## config.mk

```make
export PLATFORM = sky130hd
export DESIGN_NAME = strobed_port
export DESIGN_NICKNAME = d
export VERILOG_FILES = /design/src/rtl/strobed_port_pkg.sv /design/src/rtl/sp_edge_sync.sv /design/src/rtl/sp_pulse_gen.sv /design/src/rtl/sp_pad_drive.sv /design/src/rtl/strobed_port.sv
export SDC_FILE = /design/constraint.sdc
export NUM_CORES = 1
export LEC_CHECK = 0
export ABC_CLOCK_PERIOD_IN_PS = 2300
export BUFFER_PORTS_ARGS = -buffer_cell sky130_fd_sc_hd__buf_2
export CORE_MARGIN = 2
export CORE_UTILIZATION = 30
export DETAILED_ROUTE_END_ITERATION = 12
export PLACE_DENSITY = 0.67
export SLEW_MARGIN = 0
export SYNTH_ARGS = -nofsm -noshare
export SYNTH_HDL_FRONTEND = slang
export SYNTH_SLANG_ARGS = --single-unit
```

## constraint.sdc

```tcl
create_clock -name clk -period 2.3 [get_ports clk]
set_input_delay 0.115 -clock clk [delete_from_list [all_inputs] [get_ports clk]]
set_output_delay 0.115 -clock clk [all_outputs]
set_load 0.005 [all_outputs]
```

## src/rtl/strobed_port_pkg.sv

```systemverilog
package strobed_port_pkg;

  typedef enum logic {
    SEL_DATA = 1'b0,
    SEL_CTRL = 1'b1
  } reg_sel_e;

  typedef struct packed {
    logic irq_en;
    logic od;
    logic dir;
  } port_ctrl_t;

  localparam int CTRL_BITS = 3;

  function automatic logic edge_hit(input logic cur, input logic prev, input logic rising);
    return rising ? (cur & ~prev) : (~cur & prev);
  endfunction

endpackage

```

## src/rtl/sp_edge_sync.sv

```systemverilog
module sp_edge_sync #(
  parameter bit CAPTURE_RISING = 1'b0
) (
  input  logic clk,
  input  logic rst_n,
  input  logic stb_in,
  output logic edge_o
);
  import strobed_port_pkg::*;

  logic meta_q, sync_q, hist_q;

  always_ff @(posedge clk or negedge rst_n) begin
    if (!rst_n) begin
      meta_q <= 1'b1;
      sync_q <= 1'b1;
      hist_q <= 1'b1;
    end else begin
      meta_q <= stb_in;
      sync_q <= meta_q;
      hist_q <= sync_q;
    end
  end

  generate
    if (CAPTURE_RISING) begin : g_rise
      assign edge_o = edge_hit(sync_q, hist_q, 1'b1);
    end else begin : g_fall
      assign edge_o = edge_hit(sync_q, hist_q, 1'b0);
    end
  endgenerate

endmodule

```

## src/rtl/sp_pulse_gen.sv

```systemverilog
module sp_pulse_gen #(
  parameter int PULSE_CYC = 4
) (
  input  logic clk,
  input  logic rst_n,
  input  logic run,
  input  logic trig,
  output logic pulse
);
  localparam int CW = (PULSE_CYC < 2) ? 1 : $clog2(PULSE_CYC + 1);
  localparam logic [CW-1:0] FULL = CW'(PULSE_CYC);

  logic [CW-1:0] left_q;

  function automatic logic [CW-1:0] next_left(input logic [CW-1:0] cur, input logic go, input logic en);
    if (!en)               return '0;
    else if (go)           return FULL;
    else if (cur != '0)    return cur - 1'b1;
    else                   return '0;
  endfunction

  always_ff @(posedge clk or negedge rst_n) begin
    if (!rst_n) left_q <= '0;
    else        left_q <= next_left(left_q, trig, run);
  end

  assign pulse = run && (left_q != '0);

endmodule

```

## src/rtl/sp_pad_drive.sv

```systemverilog
module sp_pad_drive #(
  parameter int WIDTH = 8
) (
  input  logic             dir,
  input  logic             od,
  input  logic [WIDTH-1:0] data,
  output logic [WIDTH-1:0] oe
);
  function automatic logic [WIDTH-1:0] enables(input logic d, input logic o, input logic [WIDTH-1:0] v);
    if (!d)     return '0;
    else if (o) return ~v;
    else        return '1;
  endfunction

  assign oe = enables(dir, od, data);

endmodule

```

## src/rtl/strobed_port.sv

```systemverilog
module strobed_port
  import strobed_port_pkg::*;
#(
  parameter int WIDTH          = 8,
  parameter int PULSE_CYC      = 4,
  parameter bit CAPTURE_RISING = 1'b0
) (
  input  logic             clk,
  input  logic             rst_n,
  input  logic             host_addr,
  input  logic             host_wr,
  input  logic             host_rd,
  input  logic [WIDTH-1:0] host_wdata,
  output logic [WIDTH-1:0] host_rdata,
  input  logic [WIDTH-1:0] pin_in,
  output logic [WIDTH-1:0] pin_out,
  output logic [WIDTH-1:0] pin_oe,
  input  logic             stb_in,
  output logic             stb_out,
  output logic             stb_oe,
  output logic             irq_pull
);

  port_ctrl_t       ctrl_q;
  logic [WIDTH-1:0] data_q;
  logic             pending;

  logic dir_w, od_w, ien_w;
  logic strobe_edge, cap_evt, out_wr_evt, ctrl_wr_evt, rd_clr_evt;

  assign dir_w = ctrl_q.dir;
  assign od_w  = ctrl_q.od;
  assign ien_w = ctrl_q.irq_en;

  assign out_wr_evt  = host_wr && (reg_sel_e'(host_addr) == SEL_DATA) && dir_w;
  assign ctrl_wr_evt = host_wr && (reg_sel_e'(host_addr) == SEL_CTRL);
  assign rd_clr_evt  = host_rd && (reg_sel_e'(host_addr) == SEL_DATA);
  assign cap_evt     = strobe_edge && !dir_w;

  sp_edge_sync #(.CAPTURE_RISING(CAPTURE_RISING)) u_sync (
    .clk    (clk),
    .rst_n  (rst_n),
    .stb_in (stb_in),
    .edge_o (strobe_edge)
  );

  sp_pulse_gen #(.PULSE_CYC(PULSE_CYC)) u_pulse (
    .clk   (clk),
    .rst_n (rst_n),
    .run   (dir_w),
    .trig  (out_wr_evt),
    .pulse (stb_out)
  );

  sp_pad_drive #(.WIDTH(WIDTH)) u_pad (
    .dir  (dir_w),
    .od   (od_w),
    .data (data_q),
    .oe   (pin_oe)
  );

  always_ff @(posedge clk or negedge rst_n) begin
    if (!rst_n) begin
      ctrl_q  <= '0;
      data_q  <= '0;
      pending <= 1'b0;
    end else begin
      if (ctrl_wr_evt) ctrl_q <= port_ctrl_t'(host_wdata[CTRL_BITS-1:0]);
      if (out_wr_evt)   data_q <= host_wdata;
      else if (cap_evt) data_q <= pin_in;
      if (cap_evt)         pending <= 1'b1;
      else if (rd_clr_evt) pending <= 1'b0;
    end
  end

  always_comb begin
    host_rdata = '0;
    if (reg_sel_e'(host_addr) == SEL_DATA) host_rdata = data_q;
    else                                   host_rdata[CTRL_BITS-1:0] = ctrl_q;
  end

  assign pin_out  = data_q;
  assign stb_oe   = dir_w;
  assign irq_pull = pending && ien_w;

endmodule

```

After elaboration in Yosys (flattened, before gate mapping)
Index checks and enable logic that the tools add are counted.
{"block": "word_totals", "regBits": 18, "in_bits": 22}
{"block": "op_classes", "n_bitwise": 4, "muxes": 11, "n_addsub": 1, "n_reduce_logical": 11}
{"op": "2-to-1 mux 8 bit", "n": 4}
{"op": "2-to-1 mux 3 bit", "n": 4}
{"op": "NOT 8 bit", "n": 1}
{"op": "logical AND 1 bit", "n": 7}
{"op": "2-to-1 mux 5 bit", "n": 1}
{"op": "nonzero test 2 bit", "n": 2}
{"op": "nonzero test 3 bit", "n": 1}
{"op": "subtractor 3 x 1 -> 3 bit, second input constant", "n": 1}
{"op": "2-to-1 mux 1 bit", "n": 2}
{"op": "NOT 1 bit", "n": 2}
{"op": "bitwise AND 1 bit", "n": 1}
{"op": "logical NOT 1 bit", "n": 1}

Longest topological paths before layout
{"block": "depth", "ltp_word": 5, "depth_mapped": 4, "ltp_nobuf": 3}

By module
Synthesis repeated with hierarchy kept, for this count alone.
{"block": "unflattened", "cells_unflattened": 74, "hier_area_um2": 888.4}
{"module": "strobed_port", "instances": 1, "area_each_um2": 595.6, "seq_area_each_um2": 300.3, "cells_each": 50}
{"module": "sp_pulse_gen", "instances": 1, "area_each_um2": 136.4, "seq_area_each_um2": 75.1, "cells_each": 12}
{"module": "sp_edge_sync", "instances": 1, "area_each_um2": 92.6, "seq_area_each_um2": 78.8, "cells_each": 4}
{"module": "sp_pad_drive", "instances": 1, "area_each_um2": 63.8, "seq_area_each_um2": 0.0, "cells_each": 8}

Least setup slack after synthesis
OpenSTA, ideal clock, no wires.
{"block": "synth_path", "kind": "flip-flop to flip-flop", "from": "register u_sync.hist_q", "to": "register data_q[4] (netlist: pin_out[4])", "setup_slack_ns": 1.083, "path_buffers": 1, "arrival_ns": 1.147, "t_required_ns": 2.229, "path_stages_with_launch": 5, "setup_ns": 0.071, "period_less_slack_ns": 1.217, "cell_sequence": "dfstp_2 > nand2b_4 > buf_6 > or3b_1 > nand4_1"}
{"block": "synth_via", "elab_chain_cells": 3}
{"item": "start, declared", "line": "sp_edge_sync.sv:11", "rtl": "logic meta_q, sync_q, hist_q;"}
{"item": "start signal, assigned", "line": "sp_edge_sync.sv:21", "rtl": "hist_q <= sync_q;"}
{"item": "bitwise AND 1 bit", "line": "strobed_port_pkg.sv:17", "rtl": "return rising ? (cur & ~prev) : (~cur & prev);"}
{"item": "logical AND 1 bit", "line": "strobed_port.sv:38", "rtl": "assign cap_evt = strobe_edge && !dir_w;"}
{"item": "nonzero test 2 bit (no source line)"}
{"item": "end signal, assigned", "line": "strobed_port.sv:69", "rtl": "if (out_wr_evt) data_q <= host_wdata;"}
{"item": "end signal, assigned", "line": "strobed_port.sv:70", "rtl": "else if (cap_evt) data_q <= pin_in;"}
{"item": "end, declared", "line": "strobed_port.sv:25", "rtl": "logic [WIDTH-1:0] data_q;"}
Every way passes these cells.
A chain may end at the register's enable or synchronous reset.

Worst setup path after layout
{"block": "layout_path", "from": "register ctrl_q (netlist bit stb_oe)", "to": "output port host_rdata[0]"}
{"block": "layout_via", "elab_chain_cells": 1}
{"item": "start, declared", "line": "strobed_port.sv:24", "rtl": "port_ctrl_t ctrl_q;"}
{"item": "start signal, assigned", "line": "strobed_port.sv:68", "rtl": "if (ctrl_wr_evt) ctrl_q <= port_ctrl_t'(host_wdata[CTRL_BITS-1:0]);"}
{"item": "2-to-1 mux 3 bit", "line": "strobed_port.sv:78", "rtl": "if (reg_sel_e'(host_addr) == SEL_DATA) host_rdata = data_q;"}
{"item": "end, declared", "line": "strobed_port.sv:14", "rtl": "output logic [WIDTH-1:0] host_rdata,"}
Every way passes these cells.

==> results.json <==
{
  "grt_max_degree": 27,
  "synthesis.area_um2": 992.2,
  "yosys.area_share.simple_pct": 12.48,
  "fin_util_pct": 42.06,
  "place.gp.congestion": 0.7274,
  "via_per_inst": 4.672,
  "rsz0062_at_grt": "false",
  "arrival_ps": 1620,
  "postSynthCellCount": 87,
  "grt_antenna_before_repair": 0,
  "ys.flop_type": "dfrtp_1",
  "critPathKind": "register to primary output",
  "drt_wl_total_um": 2396,
  "synth_xor_area_share_pct": 0,
  "clockBufferDepth": 2,
  "clk_pin_slew_worst_paths_ps": 110,
  "cts_tree": "done",
  "synth_compound_area_share_pct": 9.710,
  "hold_class": "input port to register",
  "place_hpwl_um": 1782,
  "p_leak_nw": 0.6672,
  "drive_above_1_share_pct": 45.59,
  "drt-pass1-iter-count": 2,
  "startpoint_type": "register",
  "core_um2": 3103,
  "cts_root_buf": "clkbuf_4",
  "synth_edf_count": 0,
  "tightest_slew_ps": 856.3,
  "cts_setup_buffers": 0,
  "syn_avg_cell_area_um2": 11.40,
  "antenna_cells": 0,
  "seq_area_frac_synth_pct": 45.78,
  "drt_iter0_drc": 14,
  "die_x_um": 61.51,
  "ys_warn_count": 0,
  "place_inst": 174,
  "rows": 20,
  "cts_resized": 0,
  "slowest_delay_ps": 910,
  "synth_fa_ha_area_share_pct": 0,
  "crit_slowest_cell": "dfrtp_1",
  "start_util_pct": 31.98,
  "ant_nets": 0,
  "grt_pass1_vias": 846,
  "final_cell_count_no_fill": 180,
  "synth_top_family_by_area": "multiplexers",
  "fmax_ghz": 0.5780,
  "synth_cell_types": 24,
  "critPathMaxFanout": 26,
  "die_area_um2": 3783,
  "grt_overflow": 0,
  "multi_input_area_um2": 498.0,
  "grt_pass1_wl_um": 3857,
  "peakVddDrop_mv": 0.3398,
  "async_flop_share_pct": 100.0,
  "hold_violations": 0,
  "cts_sinks": 18,
  "setup_viol": 0,
  "fill_cells": 314,
  "clk_latency_ps": 290,
  "cts_buffers": 3,
  "drc": 0,
  "die_h_um": 61.51,
  "p_per_area_nw_per_um2": 790.2,
  "maxCapViolations": 0,
  "ys_ff_latch": 18,
  "muxShareOfSynthArea_pct": 27.99,
  "outcome": "complete, no violations",
  "path_cells": "mux2_2 -> buf_2",
  "maxSlewViolCount": 0,
  "synth_nets": 109,
  "wire_per_inst_um": 13.31,
  "tns_ps": 0,
  "syn_to_final_growth_pct": 31.53,
  "port_buffers": 48,
  "crit_required_ps": 2180,
  "vias": 841,
  "register_area_um2": 454.2,
  "htree_levels": 1,
  "grt_usage_pct": 14.04,
  "pin_count": 49,
  "nets": 159,
  "skew_ps": 11.51,
  "cp-end-kind": "primary output",
  "period_needed_ps": 1730,
  "finalCritPeriodShare_pct": 75.22,
  "slew_headroom_pct": 42.91
}
==> cells in the mapped netlist (2+ instances only) <==
master	number	area (µm²)
dfrtp_1	15	375.4
clkbuf_1	2	7.510
mux2_2	6	67.56
dfstp_2	3	78.83
mux2i_1	21	210.2
nor2_1	2	7.510
nand2_1	4	15.01
o21ai_0	3	15.01
nor2b_1	6	37.54
buf_2	2	10.01
a21boi_0	9	67.56
nand3_1	2	10.01
==> what timing repair did <==
action                     CTS  global route
setup endpoints to repair    0             0
hold buffers                 2             0
hold endpoints to repair    16             0
==> logic make-up after synthesis <==
family / Yosys count
mux: 27
simple gates: 21
compound gates: 14
buf+inv: 7
flops: 18
==> final timing paths <==
check | from | endpoint | slack [ps] | cells past startpoint
max | stb_oe | host_rdata[0] | 570 | 2
min | host_wdata[2] | ien_w | 70 | 2
min reg2reg | u_sync.meta_q | u_sync.sync_q | 360 | 0
max reg2reg | stb_oe | pin_out[4] | 960 | 2
max in group asynchronous | rst_n | u_sync.hist_q | 1690 | 2
min in group asynchronous | rst_n | pin_out[3] | 270 | 2
==> worst max-delay path, delay by kind of cell (launching register included) <==
kind / cells / cell delay (ps)
buffers and inverters: 1 / 120
muxes: 1 / 300
DFF: 1 / 910
==> where the power goes <==
part           internal, mW  switching (mW)
registers             0.393           0.104
clock network        0.0673          0.0933
logic                 0.221           0.152
==> cell usage in the layout (no fill, tap or decap) <==
cell type      netlist  routed
dfrtp_1             15      15
nor3_1               1       1
buf_4                1       1
nand2b_1             1       1
and2_1               1       1
mux2i_1             21      21
inv_1                1       1
a21boi_0             9       9
nor2b_1              6       6
dlygate4sd3_1        0       2
nor2_1               2       2
nand3_1              2       2
mux2_2               6       6
or3b_1               1       1
buf_2                2      48
o21ai_0              3       3
nand2_1              4       4
nand2b_4             1       1
clkbuf_1             2       1
dfstp_2              3       3
nand4_1              1       1
o31a_1               1       1
nand3b_1             1       1
clkbuf_4             0       3
a21oi_1              1       1
==> final cells by class <==
cell class                 count  share of cell area (%)
inverter                       1                  0.2876
sequential                    18                   34.80
multi-input combinational     62                   38.16
clock buffer                   4                   2.013
tap                           44                   4.219
timing repair buffer          51                   20.52
==> registers in the layout, indices dropped and copies added (netlist names) <==
signal and flops:
u_sync.hist_q 1, pin_out 8, u_pulse.left_q 3, stb_oe 1
pending 1, u_sync.meta_q 1, u_sync.sync_q 1, ien_w 1
od_w 1
==> metal layers <==
metal	track usage, %	up-vias	share of wire, %	wire length (µm)
met5	0	-	0	0
met4	6.383	0	1.1	27
met3	2.101	2	4.8	116
met2	23.76	28	49	1176
met1	17.60	404	45	1075
li1	-	407	-	-
==> through the flow <==
stage	hold slack [ps]	worst slack, ps	area, µm²	power (mW)
global route	74.55	395.4	1305	1.105
CTS	62.60	549.7	1305	1.045
global placement	62.28	937.4	1259	0.8578
finish	69.90	569.8	1305	1.031
detailed placement	68.13	869.4	1259	0.8794
floorplan	-180.6	1083	992.2	0.6819
No activity file was read; power rests on OpenSTA's default activity.
